[config.mk]
export PLATFORM = sky130hd
export DESIGN_NAME = ppg_cycle_timer
export DESIGN_NICKNAME = d
export VERILOG_FILES = /design/src/rtl/ppg_pkg.sv /design/src/rtl/ppg_ctrl.sv /design/src/rtl/ppg_datapath.sv /design/src/rtl/ppg_cycle_timer.sv
export SDC_FILE = /design/constraint.sdc
export NUM_CORES = 1
export LEC_CHECK = 0
export CAP_MARGIN = 20
export CORE_MARGIN = 3
export CORE_UTILIZATION = 36
export CTS_BUF_LIST = sky130_fd_sc_hd__clkbuf_8
export DETAILED_ROUTE_END_ITERATION = 16
export SYNTH_ARGS = -nofsm -noshare
export SYNTH_HDL_FRONTEND = slang
export SYNTH_SLANG_ARGS = --single-unit
[constraint.sdc]
create_clock -name clk -period 3.01 [get_ports clk]
set_input_delay 0.602 -clock clk [delete_from_list [all_inputs] [get_ports clk]]
set_output_delay 0.602 -clock clk [all_outputs]
set_load 0.005 [all_outputs]
[src/rtl/ppg_pkg.sv]
package ppg_pkg;

  // Strobes from the control to the datapath, at most one of them high per clock
  typedef struct packed {
    logic start;  // begin running, load active registers from the buffers
    logic stop;   // leave running, clear the counter
    logic dec;    // count-enable tick in the middle of a period
    logic wrap;   // count-enable tick at the terminal count
  } ppgStrobe_t;

endpackage

[src/rtl/ppg_ctrl.sv]
module ppg_ctrl
  import ppg_pkg::*;
(
  input  logic       clk,
  input  logic       rst_n,
  input  logic       run,
  input  logic       cntEn,
  input  logic       atTerminal,
  output logic       running,
  output ppgStrobe_t strb
);

  always_ff @(posedge clk or negedge rst_n) begin
    if (!rst_n) running <= 1'b0;
    else        running <= run;
  end

  logic tickOk;
  assign tickOk = run & running & cntEn;

  always_comb begin
    strb.start = run & ~running;
    strb.stop  = ~run & running;
    strb.dec   = tickOk & ~atTerminal;
    strb.wrap  = tickOk & atTerminal;
  end

endmodule

[src/rtl/ppg_datapath.sv]
module ppg_datapath
  import ppg_pkg::*;
#(
  parameter int CNT_W = 16
) (
  input  logic             clk,
  input  logic             rst_n,
  input  ppgStrobe_t       strb,
  input  logic             running,
  input  logic             mode16,
  input  logic             wrEn,
  input  logic             wrSel,
  input  logic [1:0]       wrByteEn,
  input  logic [CNT_W-1:0] wrData,
  output logic             atTerminal,
  output logic             periodEnd,
  output logic             pwmOut,
  output logic             cfgError
);

  localparam int HALF_W = CNT_W / 2;
  localparam logic [CNT_W-1:0] MIN_OK = CNT_W'(2);

  // Shadow buffers, lane 1 is the high byte
  logic [1:0][HALF_W-1:0] cycBuf;
  logic [1:0][HALF_W-1:0] dutyBuf;

  always_ff @(posedge clk or negedge rst_n) begin
    if (!rst_n) begin
      cycBuf  <= '1;
      dutyBuf <= '0;
    end else if (wrEn) begin
      for (int lane = 0; lane < 2; lane++) begin
        if (wrByteEn[lane]) begin
          if (wrSel) dutyBuf[lane] <= wrData[lane*HALF_W +: HALF_W];
          else       cycBuf[lane]  <= wrData[lane*HALF_W +: HALF_W];
        end
      end
    end
  end

  // Value the next reload picks up, narrowed in 8-bit mode
  logic [CNT_W-1:0] nextCycle;
  logic [CNT_W-1:0] nextDuty;

  always_comb begin
    if (mode16) begin
      nextCycle = cycBuf;
      nextDuty  = dutyBuf;
    end else begin
      nextCycle = {{HALF_W{1'b0}}, cycBuf[0]};
      nextDuty  = {{HALF_W{1'b0}}, dutyBuf[0]};
    end
  end

  logic [CNT_W-1:0] actCycle;
  logic [CNT_W-1:0] actDuty;
  logic [CNT_W-1:0] count;

  always_ff @(posedge clk or negedge rst_n) begin
    if (!rst_n) begin
      actCycle  <= '1;
      actDuty   <= '0;
      count     <= '0;
      periodEnd <= 1'b0;
    end else begin
      periodEnd <= strb.wrap & (nextCycle >= MIN_OK);
      if (strb.stop) begin
        count <= '0;
      end else if (strb.start || strb.wrap) begin
        actCycle <= nextCycle;
        actDuty  <= nextDuty;
        count    <= nextCycle;
      end else if (strb.dec) begin
        count <= count - CNT_W'(1);
      end
    end
  end

  logic badCycle;
  assign badCycle   = actCycle < MIN_OK;
  assign atTerminal = count <= CNT_W'(1);
  assign cfgError   = running & badCycle;
  assign pwmOut     = running & ~badCycle & (count >= actDuty);

endmodule

[src/rtl/ppg_cycle_timer.sv]
module ppg_cycle_timer
  import ppg_pkg::*;
#(
  parameter int CNT_W = 16
) (
  input  logic             clk,
  input  logic             rst_n,
  input  logic             run,
  input  logic             cntEn,
  input  logic             mode16,
  input  logic             wrEn,
  input  logic             wrSel,
  input  logic [1:0]       wrByteEn,
  input  logic [CNT_W-1:0] wrData,
  output logic             periodEnd,
  output logic             pwmOut,
  output logic             cfgError
);

  ppgStrobe_t strb;
  logic       running;
  logic       atTerminal;

  ppg_ctrl i_ctrl (
    .clk        (clk),
    .rst_n      (rst_n),
    .run        (run),
    .cntEn      (cntEn),
    .atTerminal (atTerminal),
    .running    (running),
    .strb       (strb)
  );

  ppg_datapath #(.CNT_W(CNT_W)) i_dp (
    .clk        (clk),
    .rst_n      (rst_n),
    .strb       (strb),
    .running    (running),
    .mode16     (mode16),
    .wrEn       (wrEn),
    .wrSel      (wrSel),
    .wrByteEn   (wrByteEn),
    .wrData     (wrData),
    .atTerminal (atTerminal),
    .periodEnd  (periodEnd),
    .pwmOut     (pwmOut),
    .cfgError   (cfgError)
  );

endmodule

==> results.yml, run 1 <==
timing:
  setup_viol: 0
  fin_skew_ns: 0.0115
  drv_slew: 0
  fin_tns_setup_ns: 0
  rsz0062_at_grt: "false"
  final.period_utilization_pct: 94.1
  worstMarginPinSlew_ns: 0.989
  finalCriticalPeriod_ns: 2.83
  relSlewSlack_pct: 34.0
  fmax_ghz: 0.353
  hold_violations: 0
routing:
  vias: 3007
  avgViaCountPerCell: 5.57
  detail_route.wl_per_cell_um: 17.2
  drt_first_pass_iters: 4
  wl_um: 9310
  drt_iter0_markers: 211
  drc_errors: 0
  ant_nets: 0
synth:
  ys_seq_area_share_pct: 52.1
  synth_edf_count: 0
  async_flop_share_pct: 100
  yosys.area.top_type_share_pct: 31.5
  postSynthAreaPerCell_um2: 11.0
  ys_ff_latch: 81
  syn_nets: 405
  synth_cell_types: 45
  yosys.area.top_type: "dfrtp_1"
  ys.flop_type: "dfrtp_1"
  synthTopCellsByArea: "dfrtp_1 32%, dfstp_2 21%, mux2_2 9.1%"
  synth_common_cells: "50 x dfrtp_1, 42 x nand2_1, 32 x mux2_2, 31 x dfstp_2, 26 x o21ai_0"
  yosys_warnings: 0
  syn-cell-area_um2: 3970
  synth_cells: 362
  synth_most_common_cell: "dfrtp_1"
setup_path:
  critPathSlowestCell: "dfrtp_2"
  cp-end-kind: "primary output"
  cp_max_fo: 5
  required_ns: 2.41
  r2r_cells: 5
  crit_type: "reg -> out"
  crit_chain: "ha_1, a21o_1, a211o_1, nor3_2, a311oi_2, dlygate4sd2_1"
  critical_path_buf_inv_count: 1
  critical-path-max-stage-delay_ns: 0.45
  worstPathArrival_ns: 2.23
  cp-start-kind: "flip-flop"
  critPathTopFamily: "compound AO/OA/AOI/OAI gates"
  cp_num_cells: 6
placement:
  io_buffers: 27
  dp_hpwl_um: 6760
  place.gp.congestion: 0.857
floorplan:
  io_pins: 28
  row_count: 37
  fp.dieW_um: 111
  start_util_pct: 37.7
  coreArea_um2: 10500
  die_h_um: 111
  dieArea_um2: 12300
clock_network:
  clock_latency_ns: 0.35
  clock_path_buffers: 2
  clock-sinks: 81
  clockRootBuffer: "clkbuf_8"
  cts_buffers: 9
  hold_buffers: 0
  htreeDepth: 3
  cts_tree: "built"
  clk_pin_slew_worst_paths_ns: 0.08
run_status:
  status: "complete, no violations"
layout:
  drive_above_1_share_pct: 24.5
  final_util_pct: 44.5
  insertedDiodeCount: 0
  nets: 442
  area_growth_pct: 17.8
power_and_ir_drop:
  p_leak_nw: 2.04
  power_density_nw_per_um2: 680
  combPwrFrac_pct: 25.4
  pwr-share-clk_pct: 26.1
  intPower_mw: 2.20
  ir_drop_v: 0.000437
  p_sw_mw: 0.976
  switching_share_pct: 30.7
  pwr-share-seq_pct: 48.4
run:
  drv_cap: 0
grt:
  grt_antenna_before_repair: 0
  grt_pass1_vias: 2932
  grt.total_usage_pct: 15.8
  grt_max_degree: 81
  grt_pass1_wl_um: 15600
  grt-ovfl-total: 0
min_path:
  hold_class: "in -> async"
## cells by family (layout without fill, tap and decap cells)
group,count (synthesis),after routing,share of synthesized area (%)
compound gates,85,85,14.6
simple gates,112,112,15.1
mux,32,32,9.09
buf+inv,33,75,3.19
xor+xnor,1,1,0.221
flops,81,81,52.1
fa+ha+maj,18,18,5.68
## layer usage
| layer | vias up | global-route usage, % | part of all wire (%) |
|---|---|---|---|
| li1 | 1418 | - | - |
| met1 | 1508 | 22.8 | 48 |
| met2 | 69 | 23.5 | 45 |
| met3 | 12 | 3.00 | 4.8 |
| met4 | 0 | 5.83 | 1.8 |
| met5 | - | 0 | 0 |
## path summary, 6_finish.rpt
path                       slack (ns)          endpoint             start
min in group clk                 0.46  i_dp.actCycle[7]  i_dp.actCycle[7]
max                              0.18            pwmOut    i_dp.count[13]
min reg2reg                      0.46  i_dp.actCycle[7]  i_dp.actCycle[7]
max reg2reg                      0.47    i_dp.count[15]     i_dp.count[4]
min                              0.41    i_dp.periodEnd             rst_n
max in group asynchronous        1.89  i_dp.actCycle[6]             rst_n
## flip-flops by register name, indices dropped and copies added (netlist names)
| register | flops |
|---|---|
| i_dp.cycBuf | 16 |
| i_dp.count | 16 |
| i_dp.periodEnd | 1 |
| i_dp.dutyBuf | 16 |
| i_dp.actCycle | 15 |
| i_ctrl.running | 1 |
| i_dp.actDuty | 16 |
## cell usage in the layout, fill, tap and decap left out, drive strengths merged, types with 11 or more instances in the layout
| master | n |
|---|---|
| buf | 13 |
| dfstp | 31 |
| o21ai | 27 |
| dfrtp | 50 |
| a21oi | 12 |
| clkdlybuf4s50 | 25 |
| nand2 | 42 |
| nand3 | 13 |
| ha | 18 |
| nor4 | 11 |
| inv | 24 |
| mux2 | 32 |
## what timing repair did
action,CTS,global route
endpoints found under the setup margin,1,0
gates resized for setup,6,0
buffers inserted,2,0
## power groups by stage
stage / Combinational [mW] / Sequential [mW] / Clock [mW]
final: 0.809 / 1.54 / 0.831
after global routing: 0.919 / 1.57 / 0.904
after CTS: 0.810 / 1.54 / 0.851
after detailed placement: 0.780 / 1.56 / 0
after global placement: 0.769 / 1.55 / 0
after floorplan: 0.549 / 1.48 / 0
## cell type report
cell class / count / area (um2)
Clock buffer: 9 / 124
Clock inverter: 7 / 80.1
Fill cell: 970 / 5840
Inverter: 20 / 75.1
Multi-Input combinational cell: 248 / 1790
Sequential cell: 81 / 2070
Tap cell: 136 / 170
Timing Repair Buffer: 39 / 369
## stage by stage
step	total power, mW	cells	instance area (um2)	hold slack (ns)	setup slack, ns
6_report	3.18	540	4670	0.414	0.178
5_1_grt	3.39	540	4670	0.477	0.0565
4_1_cts	3.20	540	4670	0.452	0.171
3_5_place_dp	2.34	522	4440	0.449	0.246
3_3_place_gp	2.32	522	4440	0.447	0.305
2_1_floorplan	2.03	362	3970	0.306	0.685
No activity file was read; power rests on OpenSTA's default activity.
==> inputs of run 2 (changes only) <==
DONT_BUFFER_PORTS = 1   (was default)
SLEW_MARGIN = 25   (was default)
==> results.yml, run 2 (same netlist as run 1, synthesis figures left out) <==
setup_path:
  worstPathArrival_ns: 2.11
  critPathSlowestCell: "dfrtp_1"
  cp-start-kind: "flip-flop"
  critical-path-max-stage-delay_ns: 0.50
  cp-end-kind: "primary output"
  crit_type: "reg -> out"
  cp_max_fo: 9
  crit_chain: "ha_1, nand4_1, nor2_1, o211ai_1, a311oi_1"
  required_ns: 2.41
timing:
  setup_viol: 0
  worst_slack_ns: 0.302
  finalCriticalPeriod_ns: 2.71
  fmax_ghz: 0.369
  final.period_utilization_pct: 90.0
  timing.hold.ws_ns: 0.0779
  fin_tns_setup_ns: 0
  drv_slew: 0
  relSlewSlack_pct: 56.8
  hold_violations: 0
  rsz0062_at_grt: "false"
  fin_skew_ns: 0.0125
  worstMarginPinSlew_ns: 0.648
power_and_ir_drop:
  ir_drop_v: 0.000396
  power_density_nw_per_um2: 711
  total_power_mw: 3.11
  p_leak_nw: 1.90
layout:
  fin_area_um2: 4370
  finalNonFillerCells: 508
  final_common_cell: "dfrtp_1"
  nets: 410
  final_util_pct: 41.6
  area_growth_pct: 10.2
  layout_common_cells: "50 x dfrtp_1, 42 x nand2_1, 32 x mux2_2"
  insertedDiodeCount: 0
  drive_above_1_share_pct: 24.7
routing:
  detail_route.wl_per_cell_um: 18.1
  drt_first_pass_iters: 5
  ant_nets: 0
  drt_iter0_markers: 254
  wl_um: 9210
  avgViaCountPerCell: 5.71
  drc_errors: 0
  vias: 2903
grt:
  grt_pass1_vias: 2862
  grt_pass1_wl_um: 15300
  grt_max_degree: 51
  grt_antenna_before_repair: 0
  grt.total_usage_pct: 15.5
  grt-ovfl-total: 0
floorplan:
  dieArea_um2: 12300
  die_h_um: 111
  io_pins: 28
  row_count: 37
  fp.dieW_um: 111
  coreArea_um2: 10500
  start_util_pct: 37.7
clock_network:
  ctsResizeCount: 0
  clock-sinks: 81
  cts_buffers: 9
  post_cts_buffers: 0
  htreeDepth: 3
  hold_buffers: 1
  clockRootBuffer: "clkbuf_8"
  clock_path_buffers: 2
  clock_latency_ns: 0.36
  cts_tree: "built"
  clk_pin_slew_worst_paths_ns: 0.08
placement:
  dp.cells: 491
  pre_cts_ws_ns: 0.433
  place_area_um2: 4130
  place.gp.congestion: 0.845
  io_buffers: 0
  dp_hpwl_um: 6620
run:
  drv_cap: 0
run_status:
  status: "complete, no violations"
min_path:
  hold_class: "in -> async"
==> run 2: cell types whose count changed in the layout (fill, tap and decap cells not counted), moves of 2 or more <==
cell             delta
clkdlybuf4s50_1    -25
buf_4               -6
clkinvlp_4          +2
inv_1               -2
==> run 2: path summary, 6_finish.rpt <==
check	start	end	slack, ns	cells past startpoint
setup reg to reg	i_dp.count[4]	i_dp.count[4]	0.36	5
max in group asynchronous	rst_n	i_dp.dutyBuf[5]	2.67	1
hold / removal	rst_n	i_dp.actCycle[4]	0.08	0
setup / recovery	i_dp.count[11]	pwmOut	0.30	5
hold reg to reg	i_dp.actCycle[7]	i_dp.actCycle[7]	0.46	2
min in group clk	run	i_ctrl.running	0.27	0
==> run 2: critical path: cells and delay by family (launching register included) <==
kind                       cells  cell delay (ns)
AOI/OAI and AO/OA              2             0.56
adders and majority gates      1             0.36
DFF                            1             0.50
and+or+nand+nor                2             0.32
==> run 2: routing by layer <==
metal	GRT usage [%]	part of all wire (%)	vias up
met5	0	0	-
met4	7.88	3.0	0
met3	3.06	5.9	21
met2	23.1	46	105
met1	21.5	45	1426
li1	-	-	1351
==> run 2: power breakdown <==
group | switching, mW | total [mW] | internal, mW
logic | 0.373 | 0.711 | 0.338
registers | 0.195 | 1.55 | 1.35
clock network | 0.386 | 0.846 | 0.459
==> run 2: layout make-up <==
cell class | instances | area [um2]
tap | 136 | 170
clock inverter | 7 | 87.6
multi-input combinational | 248 | 1770
sequential | 81 | 2070
inverter | 20 | 75.1
timing repair buffer | 7 | 72.6
clock buffer | 9 | 124
fill | 979 | 6140
